$ cat src/rtl/gpx_pkg.sv
// Shared definitions for the GPIO register bank: address map and decode type.
// Assumes a 16-bit byte address and at most 128 IOs.
package gpx_pkg;

    localparam int ADDR_W      = 16;
    localparam int MAX_IO      = 128;
    localparam int BANK_BYTES  = 16;

    localparam int XBAR_BASE   = 128;
    localparam int BIN_BASE    = 256;
    localparam int BDO_BASE    = 272;
    localparam int BOE_BASE    = 288;
    localparam int ID_HI_ADDR  = 304;
    localparam int ID_LO_ADDR  = 305;
    localparam int REV_ADDR    = 306;

    typedef enum logic [3:0] {
        RG_NONE,
        RG_PIN,
        RG_XBAR,
        RG_BIN,
        RG_BDO,
        RG_BOE,
        RG_IDHI,
        RG_IDLO,
        RG_REV
    } region_e;

    typedef struct packed {
        region_e    region;
        logic [6:0] idx;
    } decode_t;

endpackage

$ cat src/rtl/gpx_addr_decode.sv
// Address decoder: maps a byte address onto a register region and an index.
// Assumes NUM_IO <= 128. Indices past the implemented IOs or bank bytes
// decode as RG_NONE, which makes those addresses reserved.
module gpx_addr_decode
    import gpx_pkg::*;
#(
    parameter int NUM_IO = 48
) (
    input  logic [ADDR_W-1:0] addr,
    output decode_t           dec
);

    localparam int NUM_BYTES = (NUM_IO + 7) / 8;

    logic [ADDR_W-1:0] rel_xbar;
    logic [ADDR_W-1:0] rel_bin;
    logic [ADDR_W-1:0] rel_bdo;
    logic [ADDR_W-1:0] rel_boe;

    assign rel_xbar = addr - ADDR_W'(XBAR_BASE);
    assign rel_bin  = addr - ADDR_W'(BIN_BASE);
    assign rel_bdo  = addr - ADDR_W'(BDO_BASE);
    assign rel_boe  = addr - ADDR_W'(BOE_BASE);

    // Classify the address and extract the index within its region
    always_comb begin
        dec.region = RG_NONE;
        dec.idx    = '0;
        if (addr < ADDR_W'(XBAR_BASE)) begin
            if (addr < ADDR_W'(NUM_IO)) begin
                dec.region = RG_PIN;
                dec.idx    = addr[6:0];
            end
        end else if (addr < ADDR_W'(BIN_BASE)) begin
            if (rel_xbar < ADDR_W'(NUM_IO)) begin
                dec.region = RG_XBAR;
                dec.idx    = rel_xbar[6:0];
            end
        end else if (addr < ADDR_W'(BDO_BASE)) begin
            if (rel_bin < ADDR_W'(NUM_BYTES)) begin
                dec.region = RG_BIN;
                dec.idx    = rel_bin[6:0];
            end
        end else if (addr < ADDR_W'(BOE_BASE)) begin
            if (rel_bdo < ADDR_W'(NUM_BYTES)) begin
                dec.region = RG_BDO;
                dec.idx    = rel_bdo[6:0];
            end
        end else if (addr < ADDR_W'(BOE_BASE + BANK_BYTES)) begin
            if (rel_boe < ADDR_W'(NUM_BYTES)) begin
                dec.region = RG_BOE;
                dec.idx    = rel_boe[6:0];
            end
        end else if (addr == ADDR_W'(ID_HI_ADDR)) begin
            dec.region = RG_IDHI;
        end else if (addr == ADDR_W'(ID_LO_ADDR)) begin
            dec.region = RG_IDLO;
        end else if (addr == ADDR_W'(REV_ADDR)) begin
            dec.region = RG_REV;
        end
    end

endmodule

$ cat src/rtl/gpx_input_sync.sv
// Multi-stage synchronizer for the pad inputs before they reach the
// register views. Assumes STAGES >= 1. Clears on reset.
module gpx_input_sync #(
    parameter int NUM_IO = 48,
    parameter int STAGES = 2
) (
    input  logic              clk,
    input  logic              rst_n,
    input  logic [NUM_IO-1:0] din,
    output logic [NUM_IO-1:0] dout
);

    logic [NUM_IO-1:0] stage_q [STAGES];

    for (genvar s = 0; s < STAGES; s++) begin : g_stage
        // Shift one stage of the synchronizer chain
        always_ff @(posedge clk) begin
            if (!rst_n) begin
                stage_q[s] <= '0;
            end else begin
                stage_q[s] <= (s == 0) ? din : stage_q[(s == 0) ? 0 : s - 1];
            end
        end
    end

    assign dout = stage_q[STAGES-1];

endmodule

$ cat src/rtl/gpx_pin_store.sv
// Output-enable and output-data storage shared by the per-IO view and the
// two packed bank views. Per-IO writes touch bits 0 and 1. A bank write
// updates eight IOs from one byte. Assumes a one-cycle write strobe.
module gpx_pin_store
    import gpx_pkg::*;
#(
    parameter int NUM_IO = 48
) (
    input  logic              clk,
    input  logic              rst_n,
    input  logic              wr_en,
    input  decode_t           dec,
    input  logic [7:0]        wdata,
    output logic [NUM_IO-1:0] oe_q,
    output logic [NUM_IO-1:0] do_q
);

    localparam int FULL_BYTES = NUM_IO / 8;

    logic [NUM_IO-1:0] oe_n;
    logic [NUM_IO-1:0] do_n;

    // Merge writes from the per-IO view and the bank views into next state
    always_comb begin
        oe_n = oe_q;
        do_n = do_q;
        for (int n = 0; n < NUM_IO; n++) begin
            if (wr_en && dec.region == RG_PIN && dec.idx == 7'(n)) begin
                oe_n[n] = wdata[0];
                do_n[n] = wdata[1];
            end
            if (wr_en && dec.region == RG_BOE && dec.idx == 7'(n / 8)) begin
                oe_n[n] = wdata[n % 8];
            end
            if (wr_en && dec.region == RG_BDO && dec.idx == 7'(n / 8)) begin
                do_n[n] = wdata[n % 8];
            end
        end
    end

    // Hold the shared enable and data bits
    always_ff @(posedge clk) begin
        if (!rst_n) begin
            oe_q <= '0;
            do_q <= '0;
        end else begin
            oe_q <= oe_n;
            do_q <= do_n;
        end
    end

    logic [MAX_IO-1:0] oe_wide;
    logic [MAX_IO-1:0] do_wide;
    assign oe_wide = MAX_IO'(oe_q);
    assign do_wide = MAX_IO'(do_q);


    pin_write_chk: assert property (@(posedge clk) disable iff (!rst_n)
        (wr_en && dec.region == RG_PIN) |=>
            (oe_wide[$past(dec.idx)] == $past(wdata[0]) &&
             do_wide[$past(dec.idx)] == $past(wdata[1])));


    bank_do_chk: assert property (@(posedge clk) disable iff (!rst_n)
        (wr_en && dec.region == RG_BDO && dec.idx < 7'(FULL_BYTES)) |=>
            (do_wide[{$past(dec.idx[3:0]), 3'b000} +: 8] == $past(wdata)));


    store_hold_chk: assert property (@(posedge clk) disable iff (!rst_n)
        (!wr_en || !(dec.region inside {RG_PIN, RG_BDO, RG_BOE})) |=>
            ($stable(oe_q) && $stable(do_q)));

endmodule

$ cat src/rtl/gpx_xbar.sv
// Per-IO crossbar: a mode bit and a 7-bit source number for each IO, plus
// the pad output mux. In GPIO mode the pad follows its own bits. In routed
// mode the pad drives the raw input of the source IO, and a source with no
// IO behind it gives 0. IOs clear in XBAR_EN are fixed in GPIO mode.
module gpx_xbar
    import gpx_pkg::*;
#(
    parameter int                NUM_IO  = 48,
    parameter logic [NUM_IO-1:0] XBAR_EN = '1
) (
    input  logic              clk,
    input  logic              rst_n,
    input  logic              wr_en,
    input  decode_t           dec,
    input  logic [7:0]        wdata,
    input  logic [NUM_IO-1:0] pad_di,
    input  logic [NUM_IO-1:0] gpio_oe,
    input  logic [NUM_IO-1:0] gpio_do,
    output logic [NUM_IO-1:0] pad_oe,
    output logic [NUM_IO-1:0] pad_do,
    output logic [7:0]        cfg_rd
);

    logic [MAX_IO-1:0] src_wide;
    logic [NUM_IO-1:0] mode_v;
    logic [6:0]        sel_v [NUM_IO];

    assign src_wide = MAX_IO'(pad_di);

    for (genvar n = 0; n < NUM_IO; n++) begin : g_io
        logic       m_q;
        logic [6:0] s_q;

        if (XBAR_EN[n]) begin : g_cfg
            // Crossbar setting of one IO, written at its own address
            always_ff @(posedge clk) begin
                if (!rst_n) begin
                    m_q <= 1'b1;
                    s_q <= '0;
                end else if (wr_en && dec.region == RG_XBAR && dec.idx == 7'(n)) begin
                    m_q <= wdata[7];
                    s_q <= wdata[6:0];
                end
            end


            xbar_cfg_chk: assert property (@(posedge clk) disable iff (!rst_n)
                (wr_en && dec.region == RG_XBAR && dec.idx == 7'(n)) |=>
                    ({m_q, s_q} == $past(wdata)));
        end else begin : g_fixed
            // IO without crossbar support stays in GPIO mode
            always_comb begin
                m_q = 1'b1;
                s_q = '0;
            end


            xbar_fixed_chk: assert property (@(posedge clk) disable iff (!rst_n)
                (pad_oe[n] == gpio_oe[n] && pad_do[n] == gpio_do[n]));
        end

        assign mode_v[n] = m_q;
        assign sel_v[n]  = s_q;

        // Pad mux: own bits in GPIO mode, else the selected input
        always_comb begin
            pad_oe[n] = m_q ? gpio_oe[n] : 1'b1;
            pad_do[n] = m_q ? gpio_do[n] : src_wide[s_q];
        end


        routed_drive_chk: assert property (@(posedge clk) disable iff (!rst_n)
            (!m_q && s_q >= 7'(NUM_IO)) |-> (pad_oe[n] && !pad_do[n]));
    end

    // Read-back of the crossbar register picked by the decoder
    always_comb begin
        cfg_rd = 8'h00;
        for (int n = 0; n < NUM_IO; n++) begin
            if (dec.region == RG_XBAR && dec.idx == 7'(n)) begin
                cfg_rd = {mode_v[n], sel_v[n]};
            end
        end
    end

endmodule

$ cat src/rtl/gpx_regbank.sv
// GPIO register bank with pad crossbar. Byte bus in, registered read data
// out. The per-IO, bank and crossbar views all share the pin store.
// Assumes NUM_IO <= 128 and one access per cycle.
module gpx_regbank
    import gpx_pkg::*;
#(
    parameter int                NUM_IO      = 48,
    parameter int                SYNC_STAGES = 2,
    parameter logic [15:0]       MODEL_ID    = 16'h4100,
    parameter logic [7:0]        REVISION    = 8'h03,
    parameter logic [NUM_IO-1:0] XBAR_EN     = {{(NUM_IO-4){1'b1}}, 4'b0000}
) (
    input  logic              clk,
    input  logic              rst_n,
    input  logic [15:0]       reg_addr,
    input  logic              reg_wr,
    input  logic [7:0]        reg_wdata,
    output logic [7:0]        reg_rdata,
    input  logic [NUM_IO-1:0] pad_di,
    output logic [NUM_IO-1:0] pad_oe,
    output logic [NUM_IO-1:0] pad_do
);

    decode_t           dec;
    logic [NUM_IO-1:0] oe_q;
    logic [NUM_IO-1:0] do_q;
    logic [NUM_IO-1:0] in_s;
    logic [7:0]        xbar_rd;
    logic [7:0]        rd_next;
    logic [7:0]        rdata_q;

    gpx_addr_decode #(.NUM_IO(NUM_IO)) u_dec (
        .addr (reg_addr),
        .dec  (dec)
    );

    gpx_input_sync #(.NUM_IO(NUM_IO), .STAGES(SYNC_STAGES)) u_sync (
        .clk   (clk),
        .rst_n (rst_n),
        .din   (pad_di),
        .dout  (in_s)
    );

    gpx_pin_store #(.NUM_IO(NUM_IO)) u_store (
        .clk   (clk),
        .rst_n (rst_n),
        .wr_en (reg_wr),
        .dec   (dec),
        .wdata (reg_wdata),
        .oe_q  (oe_q),
        .do_q  (do_q)
    );

    gpx_xbar #(.NUM_IO(NUM_IO), .XBAR_EN(XBAR_EN)) u_xbar (
        .clk     (clk),
        .rst_n   (rst_n),
        .wr_en   (reg_wr),
        .dec     (dec),
        .wdata   (reg_wdata),
        .pad_di  (pad_di),
        .gpio_oe (oe_q),
        .gpio_do (do_q),
        .pad_oe  (pad_oe),
        .pad_do  (pad_do),
        .cfg_rd  (xbar_rd)
    );

    logic [MAX_IO-1:0] oe_wide;
    logic [MAX_IO-1:0] do_wide;
    logic [MAX_IO-1:0] in_wide;
    assign oe_wide = MAX_IO'(oe_q);
    assign do_wide = MAX_IO'(do_q);
    assign in_wide = MAX_IO'(in_s);

    // Select the read byte for the decoded region
    always_comb begin
        unique case (dec.region)
            RG_PIN:  rd_next = {5'b0, in_wide[dec.idx], do_wide[dec.idx], oe_wide[dec.idx]};
            RG_XBAR: rd_next = xbar_rd;
            RG_BIN:  rd_next = in_wide[{dec.idx[3:0], 3'b000} +: 8];
            RG_BDO:  rd_next = do_wide[{dec.idx[3:0], 3'b000} +: 8];
            RG_BOE:  rd_next = oe_wide[{dec.idx[3:0], 3'b000} +: 8];
            RG_IDHI: rd_next = MODEL_ID[15:8];
            RG_IDLO: rd_next = MODEL_ID[7:0];
            RG_REV:  rd_next = REVISION;
            default: rd_next = 8'h00;
        endcase
    end

    // Register the read byte
    always_ff @(posedge clk) begin
        if (!rst_n) begin
            rdata_q <= 8'h00;
        end else begin
            rdata_q <= rd_next;
        end
    end

    assign reg_rdata = rdata_q;


    id_read_chk: assert property (@(posedge clk) disable iff (!rst_n)
        ($past(rst_n) && $past(reg_addr) == 16'(ID_HI_ADDR)) |-> (reg_rdata == MODEL_ID[15:8]));


    reserved_read_chk: assert property (@(posedge clk) disable iff (!rst_n)
        ($past(rst_n) && $past(dec.region) == RG_NONE) |-> (reg_rdata == 8'h00));


    reset_pads_chk: assert property (@(posedge clk) disable iff (!rst_n)
        $rose(rst_n) |-> (pad_oe == '0 && reg_rdata == 8'h00));

endmodule

$ cat config.mk
export PLATFORM = sky130hd
export DESIGN_NAME = gpx_regbank
export DESIGN_NICKNAME = d
export VERILOG_FILES = /design/src/rtl/gpx_pkg.sv /design/src/rtl/gpx_addr_decode.sv /design/src/rtl/gpx_input_sync.sv /design/src/rtl/gpx_pin_store.sv /design/src/rtl/gpx_xbar.sv /design/src/rtl/gpx_regbank.sv
export SDC_FILE = /design/constraint.sdc
export NUM_CORES = 2
export LEC_CHECK = 0
export BUFFER_PORTS_ARGS = -buffer_cell sky130_fd_sc_hd__buf_2
export CAP_MARGIN = 10
export CORE_MARGIN = 1.5
export CORE_UTILIZATION = 38
export CTS_BUF_LIST = sky130_fd_sc_hd__clkbuf_16
export CTS_CLUSTER_SIZE = 40
export DETAILED_ROUTE_END_ITERATION = 16
export PLACE_DENSITY_LB_ADDON = 0.08
export SKIP_LAST_GASP = 1
export SLEW_MARGIN = 30
export SYNTH_ARGS = -nofsm -noshare
export SYNTH_HDL_FRONTEND = slang
export SYNTH_HIERARCHICAL = 1
export SYNTH_SLANG_ARGS = --single-unit
$ cat constraint.sdc
create_clock -name clk -period 6.25 [get_ports clk]
set_clock_uncertainty 0.05 [all_clocks]
set_input_delay 0.9375 -clock clk [delete_from_list [all_inputs] [get_ports clk]]
set_output_delay 0.9375 -clock clk [all_outputs]
set_load 0.01 [all_outputs]
# After elaboration in Yosys (flattened, before gate mapping)
# Memory sizes are Yosys's and may differ from the RTL's.
# Cells that the tools add are included.
dict set report classes {
  n_addsub 4
  shift 3
  mux 441
  order_cmp 55
  bitwise 2
  eq_ne 57
  n_reduce_logical 253
}
# cell count
set ops {}
lappend ops {{$mux W8} 49}
lappend ops {{$shiftx A128 B8 Y8} 3}
lappend ops {{$lt A7 B8 Y1 const B} 45}
lappend ops {{$bmux W1 S7} 47}
lappend ops {{$mux W1} 329}
lappend ops {{$reduce_bool A2 Y1} 96}
lappend ops {{$logic_and A1 B1 Y1} 156}
lappend ops {{$eq A7 B5 Y1 const B} 16}
lappend ops {{$eq A7 B6 Y1 const B} 16}
lappend ops {{$mux W48} 2}
lappend ops {{$lt A16 B9 Y1 const B} 4}
lappend ops {{$eq A7 B4 Y1 const B} 8}
lappend ops {{$pmux W8 S7} 1}
lappend ops {{$eq A16 B9 Y1 const B} 3}
lappend ops {{$lt A16 B3 Y1 const B} 3}
lappend ops {{$sub A16 B9 Y16 const B} 3}
lappend ops {{$mux W11} 4}
lappend ops {{$lt A16 B6 Y1 const B} 2}
lappend ops {{$eq A7 B3 Y1 const B} 4}
lappend ops {{$mux W10} 2}
lappend ops {{$mux W9} 2}
lappend ops {{$lt A16 B8 Y1 const B} 1}
lappend ops {{$mux W4} 4}
lappend ops {{$sub A16 B8 Y16 const B} 1}
lappend ops {{other kinds (9)} 14}
dict set report word_totals {
  wordCells 1001
  output_inout_bits 104
  regBits 456
  ramBits 96
  memories 1
  in_bits 75
}
# memory depth width read_ports rd_ports_with_merged_regs wr line_no
set memory_table {}
lappend memory_table {u_sync.stage_q 2 48 2 0 2 gpx_input_sync.sv:13} ;# logic [NUM_IO-1:0] stage_q [STAGES];

# Depth between registers and ports, before layout
dict set report logic_depth {
  depth_word 60
  ltp_mapped 24
  depth_no_buf 19
}

# By module
# Netlist, hierarchy kept.
# module n_inst area_per_inst_um2 seq_area_each_um2 cells_per_inst
set modules_own_cells {}
lappend modules_own_cells {gpx_xbar 1 35322.6 7046.8 3578}
lappend modules_own_cells {gpx_pin_store 1 5018.6 1921.8 540}
lappend modules_own_cells {gpx_regbank 1 2931.6 160.2 321}
lappend modules_own_cells {gpx_input_sync 1 2603.7 1921.8 202}
lappend modules_own_cells {gpx_addr_decode 1 611.8 0.0 89}

# Least setup slack after synthesis
# OpenSTA, ideal clock, no wires.
dict set report synth_timing {
  path_type {input to register}
  startpoint {input reg_addr[5]}
  endpoint {register rdata_q[1], in the netlist reg_rdata[1]}
  t_required_ps 6066
  n_path_buf 1
  setup_time_ps 134
  arrival_ps 5335
  path_stages 19
  setup_slack_ps 731
  path_cell_list {inv_1 -> ha_1 -> a21boi_1 -> o21bai_1 -> mux2i_1 -> or4_4 -> o22ai_1 -> or3b_1 -> clkbuf_1 -> nor3_1 -> and2_1 -> a21oi_1 -> a311o_1 -> o22ai_1 -> a31oi_1 -> nand3b_1 -> a211o_1 -> a21oi_1 -> or4_1}
}
# item line_no
set synth_lines {}
lappend synth_lines {{start, declared} gpx_regbank.sv:15} ;# input logic [15:0] reg_addr,
lappend synth_lines {{end signal, assigned} gpx_regbank.sv:95} ;# rdata_q <= rd_next;
lappend synth_lines {{end, declared} gpx_regbank.sv:30} ;# logic [7:0] rdata_q;

==> flow_metrics.env <==
export IMPL_grt_max_degree=197
export IMPL_drv_slew=0
export IMPL_dr_wl_met3_mm=32.2
export IMPL_synth_nets=4816
export IMPL_drt_wirelength_per_cell_um=40.7
export IMPL_gp_congestion=1.04
export IMPL_clockBufferDepth=3
export IMPL_start_kind="input pin"
export IMPL_cpPeakStageDelay_ns=0.62
export IMPL_finalCritPeriodShare_pct=93.4
export IMPL_power_clock_fraction_pct=47.2
export IMPL_grt_pass1_wl_mm=354
export IMPL_ir_drop_v=0.000185
export IMPL_outcome="complete, no violations"
export IMPL_highest_layer="met5"
export IMPL_pwr_share_comb_pct=13.3
export IMPL_cts_sinks=552
export IMPL_drt_vias_per_instance=7.13
export IMPL_place_detailed_hpwl_mm=176
export IMPL_routed_wirelength_mm=257
export IMPL_hold_class="reg2reg"
export IMPL_holdWs_ns=0.374
export IMPL_synth_edf_count=0
export IMPL_drt_iter0_markers=7266
export IMPL_fin_crit_ns=5.84
export IMPL_async_flop_share_pct=0
export IMPL_synthCells=4730
export IMPL_cts_htree_levels=3
export IMPL_yosys_warnings=6
export IMPL_port_buffers=178
export IMPL_grt_pass1_vias=42500
export IMPL_io_pins=179
export IMPL_switching_share_pct=29.1
export IMPL_hold_violations=0
export IMPL_synth_flop_cell="dfxtp_1"
export IMPL_max_cap_violations=0
export IMPL_cts_tree="built"
export IMPL_power_leakage_nw=16.4
export IMPL_arrival_ns=6.34
export IMPL_fmax_mhz=171
export IMPL_vias=45000
export IMPL_nNetsFinal=4717
export IMPL_synth_area_per_cell_sq_um=9.83
export IMPL_nFillCells=11900
export IMPL_die_w_um=353
export IMPL_cts_setup_buffers=0
export IMPL_worst_slew_pin_slew_ns=1.12
export IMPL_firstDrtPassIters=6
export IMPL_cts_resized=0
export IMPL_die_height_um=353
export IMPL_core_sq_mm=0.122
export IMPL_grtUsageTotal_pct=40.3
export IMPL_cp_slowest_cell="or4_4"
export IMPL_p_total_mw=9.00
export IMPL_fin_cells=6314
export IMPL_ys_seq_elements=552
export IMPL_clkLatencyLatePin_ns=0.69
export IMPL_clk_pin_slew_ns=0.06
export IMPL_wl_met2_mm=113
export IMPL_wl_met1_mm=95.4
export IMPL_netlist_cell_type_count=93
export IMPL_crit_chain="buf_2 -> inv_1 -> ha_1 -> a21boi_1 -> o21bai_1 -> mux2i_1 -> or4_4 -> o311ai_2 -> and2_4 -> buf_4 -> mux2i_1 -> o41a_1 -> nand2_1 -> a311oi_1 -> nor2_1 -> o21ai_0 -> a21oi_1 -> nand2_1 -> o22ai_1"
export IMPL_power_density_mw_per_mm2=175
export IMPL_p_int_mw=6.38
export IMPL_drcViolationCount=0
export IMPL_path_max_fanout=25
export IMPL_globalRouteOverflowTotal=0
export IMPL_drive_above_1_share_pct=29.3
export IMPL_post_place_ws_ns=-0.140
export IMPL_start_util_pct=38.2
export IMPL_syn_area_sq_mm=0.0465
export IMPL_setup_ws_ns=0.412
export IMPL_finalSetupViolCount=0
export IMPL_seq_area_frac_synth_pct=23.8
export IMPL_crit_required_ns=6.75
export IMPL_power_switching_mw=2.62
export IMPL_detail_route_antenna_nets=0
export IMPL_seqPwrFrac_pct=39.5
export IMPL_end_kind="flop"
export IMPL_grt_setup_unrepaired="false"
export IMPL_grt_antenna_before_repair=18
export IMPL_cts_made_buffers=70
export IMPL_multi_input_area_sq_mm=0.0328
export IMPL_clockRootBuffer="clkbuf_16"
export IMPL_finalSetupTns_ns=0
export IMPL_placed_cells=6184
export IMPL_critPathKind="in2reg"
export IMPL_std_cell_rows=128
export IMPL_slew_headroom_pct=25.6
export IMPL_synthToLayoutAreaGrowth_pct=10.9
export IMPL_postCtsHoldBufs=0
export IMPL_seq_area_sq_mm=0.0111
export IMPL_die_area_sq_mm=0.124
[layer usage]
| metal | vias up | track usage [%] |
|---|---|---|
| met1 | 22700 | 51.7 |
| li1 | 17800 | - |
| met3 | 841 | 12.5 |
| met2 | 3682 | 60.2 |
| met5 | - | 0.717 |
| met4 | 16 | 22.9 |
[per-stage QoR]
step / util [%] / cell area (sq um)
after global placement: 40.4 / 49200
final: 42.4 / 51600
after global routing: 42.4 / 51600
after CTS: 42.4 / 51500
after floorplan: - / 46500
after detailed placement: 40.5 / 49200
[cells in the final DEF (no fill, tap or decap), drive strengths merged, types with 115 or more instances in the layout]
cell type  netlist  layout
o21ai          163     163
nor2           115     115
buf            157     438
nand3          200     200
mux4           712     712
nand2          841     841
dfxtp          552     552
a21oi          214     214
mux2i          206     206
a21boi         292     292
[flip-flops by register name, indices dropped and copies added, names as in the netlist]
register and flops:
u_store/do_q 48, u_sync/stage_q 96, u_store/oe_q 48, u_xbar/g_io.m_q 44, reg_rdata 8, u_xbar/g_io.s_q 308
[synth_stat cells, types with 35 or more instances]
cell type / count / area [sq um]
nand2b_1: 67 / 419
a21oi_1: 214 / 1070
mux2i_1: 206 / 2060
o21ai_0: 160 / 801
mux4_2: 712 / 16000
nand3_1: 200 / 1000
nor3_1: 46 / 230
o22ai_1: 43 / 269
nand2_1: 841 / 3160
and2_1: 106 / 663
nor2b_1: 35 / 219
a21boi_0: 290 / 2180
a31oi_1: 66 / 413
clkbuf_1: 451 / 1690
dfxtp_1: 552 / 11100
inv_1: 58 / 218
nor2_1: 112 / 420
o31ai_1: 41 / 308
buf_2: 115 / 576
[cells by family after synthesis]
family | share of synthesized area, %
AO/OA/AOI/OAI | 14.3
buffers and inverters | 6.04
AND/OR/NAND/NOR | 15.8
XOR/XNOR | 0.0754
multiplexers | 39.7
adder cells (fa/ha/maj) | 0.296
other | 0.00807
flip-flops | 23.8
[final cells by class]
class	instances	share of cell area [%]
sequential	552	21.5
tap	1625	3.94
multi-input combinational	3508	63.6
antenna	9	0.0437
timing repair buffer	438	6.03
clock buffer	71	3.44
clock inverter	50	1.05
inverter	61	0.444
[critical path: cells and delay by family]
family | cells | cell delay, ns
AOI/OAI and AO/OA | 8 | 2.00
and+or+nand+nor | 5 | 1.51
adders and majority gates | 1 | 0.26
buffers and inverters | 3 | 0.85
muxes | 2 | 0.75
[worst paths after layout]
kind                         start               endpoint  slack, ns  cells past startpoint
max                    reg_addr[5]           reg_rdata[4]       0.41                     19
min          u_sync/stage_q[0][46]  u_sync/stage_q[1][46]       0.37                      1
max reg2reg  u_xbar/g_io[6].s_q[0]           reg_rdata[0]       2.98                     10
min reg2reg  u_sync/stage_q[0][46]  u_sync/stage_q[1][46]       0.37                      1
[power groups by stage]
stage / Combinational (mW) / Sequential (mW) / Clock (mW)
2_1_floorplan: 0.636 / 3.63 / 0
3_3_place_gp: 1.13 / 3.64 / 0
3_5_place_dp: 1.13 / 3.64 / 0
4_1_cts: 1.14 / 3.56 / 4.30
5_1_grt: 1.19 / 3.56 / 4.43
6_report: 1.20 / 3.56 / 4.25
No activity file was read; power rests on OpenSTA's default activity.
